===== config.mk =====
export PLATFORM = sky130hd
export DESIGN_NAME = ctl_ep_reg
export DESIGN_NICKNAME = d
export VERILOG_FILES = /design/src/rtl/ctl_ep_reg.sv
export SDC_FILE = /design/constraint.sdc
export NUM_CORES = 1
export LEC_CHECK = 0
export BUFFER_PORTS_ARGS = -buffer_cell sky130_fd_sc_hd__buf_2
export CORE_MARGIN = 4
export CORE_UTILIZATION = 36
export CTS_BUF_LIST = sky130_fd_sc_hd__clkbuf_4
export CTS_CLUSTER_SIZE = 8
export DETAILED_ROUTE_END_ITERATION = 8
export GPL_TIMING_DRIVEN = 0
export PLACE_DENSITY = 0.9
export SYNTH_ARGS = -nofsm -noshare
export SYNTH_HDL_FRONTEND = slang
export SYNTH_SLANG_ARGS = --single-unit

===== constraint.sdc =====
create_clock -name clk -period 1.2 [get_ports clk]
set_input_delay 0.06 -clock clk [delete_from_list [all_inputs] [get_ports clk]]
set_output_delay 0.06 -clock clk [all_outputs]
set_load 0.1 [all_outputs]

===== src/rtl/ctl_ep_reg.sv =====
module ctl_ep_reg (
  input  logic        clk,
  input  logic        rst_n,
  input  logic        wr_en,
  input  logic [31:0] wr_data,
  output logic [31:0] rd_data,
  input  logic        setup_rcvd,
  input  logic        xfer_done,
  input  logic        dis_ack,
  input  logic        gin_nak,
  input  logic        gout_nak,
  output logic [1:0]  hs_sel,
  output logic        xfer_irq,
  output logic        dis_irq
);
  localparam logic [1:0] HS_DATA  = 2'b00;
  localparam logic [1:0] HS_NAK   = 2'b01;
  localparam logic [1:0] HS_STALL = 2'b10;

  logic       ena, dis, nak, stall, xfer_pend, dis_pend;
  logic [3:0] fifo_num;

  always_ff @(posedge clk or negedge rst_n) begin
    if (!rst_n) begin
      ena <= 1'b0;
      dis <= 1'b0;
      nak <= 1'b0;
      stall <= 1'b0;
      fifo_num <= '0;
      xfer_pend <= 1'b0;
      dis_pend <= 1'b0;
      xfer_irq <= 1'b0;
      dis_irq <= 1'b0;
    end else begin
      if (wr_en && wr_data[31]) ena <= 1'b1;
      if (wr_en && wr_data[30] && ena) dis <= 1'b1;
      if (xfer_done || dis_ack) ena <= 1'b0;
      if (dis_ack) dis <= 1'b0;
      if (wr_en && wr_data[26]) nak <= 1'b0;
      if (wr_en && wr_data[27]) nak <= 1'b1;
      if (setup_rcvd) nak <= 1'b1;
      if (wr_en && wr_data[21]) stall <= 1'b1;
      if (setup_rcvd) stall <= 1'b0;
      if (wr_en) fifo_num <= wr_data[25:22];
      xfer_pend <= xfer_done;
      dis_pend <= dis_ack;
      xfer_irq <= xfer_pend;
      dis_irq <= dis_pend;
    end
  end

  assign rd_data = {ena, dis, 4'b0000, fifo_num, stall, 3'b000, nak, 17'd0};

  assign hs_sel = stall ? HS_STALL :
                  (nak || gin_nak || gout_nak || !ena) ? HS_NAK : HS_DATA;
endmodule



## After elaboration in Yosys (flattened, before gate mapping)

Index checks and enable logic that the tools add are counted.

- Input port bits: 40
- Output and inout bits: 36
- Word-level logic and storage cells: 35
- Register bits after elaboration: 12

- Mux-type cells: 11
- Reductions and logical operators: 15

Operators by type and width:

| operator | number |
|---|---|
| 1-bit two-way mux | 10 |
| 1-bit logical AND | 6 |
| 2-bit nonzero test | 3 |
| 1-bit logical OR | 4 |
| 3-bit nonzero test | 1 |
| 2-bit two-way mux | 1 |
| 1-bit zero test | 1 |

## Logic depth before layout (Yosys ltp)

- Word-level depth: 5
- Depth in mapped cells: 3
- Gate-level depth less buffers: 2

## Least setup slack after synthesis

Ideal clock, no wire load.

- Path type: reg2out
- From: reg ena
- To: out hs_sel[0]
- Arrival: 1.775 ns
- Stages on the path, launching flop included: 3
- Slack: -0.635 ns
- Required time: 1.140 ns
- Buffers on the path: 0
- Cell sequence: dfrtp_1 nor4b_1 nor2_1

- Cells in the longest elaborated chain, start to end: 4

RTL lines:

| what | line | RTL |
|---|---|---|
| start: declaration | 20 | `logic ena, dis, nak, stall, xfer_pend, dis_pend;` |
| start signal: assignment | 25 | `ena <= 1'b0;` |
| start signal: assignment | 35 | `if (wr_en && wr_data[31]) ena <= 1'b1;` |
| start signal: assignment | 37 | `if (xfer_done \|\| dis_ack) ena <= 1'b0;` |
| 1-bit zero test | 55 | `(nak \|\| gin_nak \|\| gout_nak \|\| !ena) ? HS_NAK : HS_DATA;` |
| 1-bit logical OR | 55 |  |
| 1-bit two-way mux | 55 |  |
| 2-bit two-way mux | 54 | `assign hs_sel = stall ? HS_STALL :` |
| end: declaration | 12 | `output logic [1:0] hs_sel,` |

No other way between the ends.

## Final worst setup path

- From: reg nak
- To: out hs_sel[0]

- Cells in the longest elaborated chain, start to end: 5

RTL lines:

| what | line | RTL |
|---|---|---|
| start: declaration | 20 |  |
| start signal: assignment | 27 | `nak <= 1'b0;` |
| start signal: assignment | 39 | `if (wr_en && wr_data[26]) nak <= 1'b0;` |
| start signal: assignment | 40 | `if (wr_en && wr_data[27]) nak <= 1'b1;` |
| 1-bit logical OR (3 in a row) | 55 |  |
| 1-bit two-way mux | 55 |  |
| 2-bit two-way mux | 54 |  |

No other way between the ends.

==> summary.md <==
| Metric | Value |
|---|---|
| Status | `finished with violations` |
| Largest area contributor in the netlist | `dfrtp_1` |
| Post-Syn Instances | `57` |
| Required time worst endpoint | `1.14 ns` |
| Pin count of the biggest net entering global routing | `13` |
| LEAKAGE | `0.000582 µW` |
| # setup viols final | `1` |
| Hold Fails Final Rpt | `0` |
| Initial antenna violation count | `0` |
| Pwr dens | `1400 nW/µm²` |
| Hold Crit Class | `in -> reg` |
| Global placement routability congestion | `0.620` |
| Yosys cell types | `12` |
| Final Non-Filler Cells | `140` |
| Antenna Cells | `0` |
| Psw | `718 µW` |
| Seq/Total Area, Yosys | `47.2%` |
| CTS Root Cell | `clkbuf_4` |
| DRT Pass-1 Iters | `1` |
| RSZ-0062 raised after global routing | `yes` |
| Mapped Avg Cell Area | `11.2 µm²` |
| Main area contributors after synthesis | `dfrtp_1 (47%), buf_4 (34%), mux2_2 (7.1%)` |
| Worst-Skew Late Latency | `0.26 ns` |
| DIE AREA | `2500 µm²` |
| Clock Path Buffers | `2` |
| Vias per cell | `3.46` |
| Vias in the first global route | `508` |
| Logic gate share of total power | `51.0%` |
| Critical path launch point type | `register` |
| Syn-to-layout area delta | `63.6%` |
| Global-route wire length before repair | `2080 µm` |
| Clock sinks | `12` |
| Clock Power Share | `18.3%` |
| Final net count | `157` |
| Final WL | `1280 µm` |
| Yosys reg bits | `12` |
| Pre-CTS setup slack | `-0.0735 ns` |
| H-tree lvl count | `1` |
| Setup CP Type | `reg -> out` |
| DRC Markers | `0` |
| Final period util | `109%` |
| Failing checks | `negative setup slack` |
| Number of port buffers | `27` |
| Min cycle time layout | `1.31 ns` |
| Final Max Slew Viols | `0` |
| Hold slack | `0.0244 ns` |
| Critical Path AT | `1.25 ns` |
| Worst-path clk slew | `0.07 ns` |
| Yosys warnings | `0` |
| Worst vdd ir | `0.705 mV` |
| FF+latch area | `305 µm²` |
| Seq pwr share | `30.8%` |
| TritonCTS clock tree | `done` |
| Max cap viols | `0` |
| Die height | `50.0 µm` |
| Drt initial violations | `0` |
| Multi-input combinational cell area | `215 µm²` |
| Mapped cell area | `636 µm²` |
| Routed wire length per instance | `9.11 µm` |
| Pint | `735 µW` |
| Core Box Area | `1590 µm²` |
| # IOs | `76` |
| Worst-path fanout max | `2` |
| Routed via count | `485` |
| Die width | `50.0 µm` |
| GR Overflow Total | `0` |
| Achievable Freq | `764 MHz` |
| Share of layout cells above drive strength 1 | `62.9%` |
| Setup ws final | `-0.110 ns` |
| Rows | `14` |
| GRT Util Overall | `10.8%` |
| Num CTS Buffers | `3` |
| Placed cells | `131` |
| Endpoint class of the critical path | `output pin` |
| Synth top area share | `47.2%` |
| Final antenna-violating net count | `0` |
| Clock Skew | `0.00561 ns` |
| Fillers | `139` |
| Initial Util | `39.9%` |
| Sw Ratio | `49.4%` |
| Fin util | `65.2%` |
-- cells by family (layout without fill, tap and decap cells) --
kind of cell           count (synthesis)  count (layout)  synth area share (%)
and+or+nand+nor                        6               6                  4.92
buffers and inverters                 30              66                  36.0
muxes                                  4               4                  7.09
other                                  1              24                 0.590
DFF                                   12              12                  47.2
AOI/OAI and AO/OA                      4               4                  4.13
-- path summary, 6_finish.rpt --
| check | start | endpoint | slack, ns | depth (start not counted) |
|---|---|---|---|---|
| worst max-delay path | nak | hs_sel[0] | -0.11 | 3 |
| worst min-delay path | wr_data[23] | fifo_num[1] | 0.02 | 2 |
| worst max register to register | nak | nak | 0.24 | 2 |
| worst min register to register | dis_pend | dis_irq | 0.35 | 0 |
| max in group asynchronous | rst_n | fifo_num[3] | 0.77 | 2 |
| min in group asynchronous | rst_n | ena | 0.20 | 2 |
-- power groups by stage --
stage          clock network (µW)  registers [µW]  logic (µW)
2_1_floorplan                   0             580         506
3_5_place_dp                    0             455         698
3_3_place_gp                    0             454         696
6_report                      265             447         741
4_1_cts                       280             448         719
5_1_grt                       307             450         764
-- sequential cells by signal (all words and copies together) (netlist names) --
signal	cells
nak	1
dis_pend	1
stall	1
fifo_num	4
xfer_pend	1
ena	1
dis_irq	1
xfer_irq	1
dis	1
-- per-stage QoR --
| step | instance area [µm²] | TNS [ns] | total power [µW] |
|---|---|---|---|
| floorplan | 734 | 0 | 1090 |
| global placement | 900 | -0.0537 | 1150 |
| detailed placement | 900 | -0.0735 | 1150 |
| CTS | 1000 | -0.109 | 1450 |
| global route | 1040 | -0.200 | 1520 |
| finish | 1040 | -0.110 | 1450 |
-- what timing repair did --
| action | in CTS | in global routing |
|---|---|---|
| hold buffers | 4 | 0 |
| resized for setup | 8 | 8 |
| pin swaps | 0 | 1 |
| endpoints found under the hold margin | 17 | 0 |
| buffers inserted | 0 | 1 |
| endpoints found under the setup margin | 5 | 5 |
-- metal layers --
metal	global-route usage, %	routed length [µm]	vias to the layer above	part of all wire [%]
met2	19.6	707	28	55
met1	11.0	435	209	34
met4	4.15	0	0	0
li1	-	-	248	-
met5	0	0	-	0
met3	3.92	132	0	10
-- worst max-delay path, stage by stage, from the launching register on --
cell and delay, ns:
dfrtp_1 0.41, nor4b_4 0.34, nor2_4 0.06, buf_12 0.17
-- cells in the final DEF (no fill, tap or decap) --
cell / n
a21oi_1: 2
a221o_1: 1
a31oi_1: 1
buf_12: 2
buf_2: 21
buf_4: 31
buf_6: 3
clkbuf_4: 5
conb_1: 24
dfrtp_1: 8
dfrtp_2: 4
dlygate4sd3_1: 4
mux2_2: 4
nand2_2: 1
nor2_1: 2
nor2_4: 1
nor3_1: 1
nor4b_4: 1
-- Yosys cell counts --
master	count
buf_4	29
dfrtp_1	12
mux2_2	4
nor2_1	3
a21oi_1	2
a221o_1	1
a31oi_1	1
buf_6	1
conb_1	1
nand2_2	1
nor3_1	1
nor4b_1	1
-- layout make-up --
cell class / instances / area share [%]
buffer: 30 / 22.0
clock buffer: 4 / 2.89
multi-input combinational: 38 / 20.7
sequential: 12 / 29.4
tap: 24 / 2.89
timing repair buffer: 32 / 22.1
Note: power is estimated with default switching activity, not from simulation.
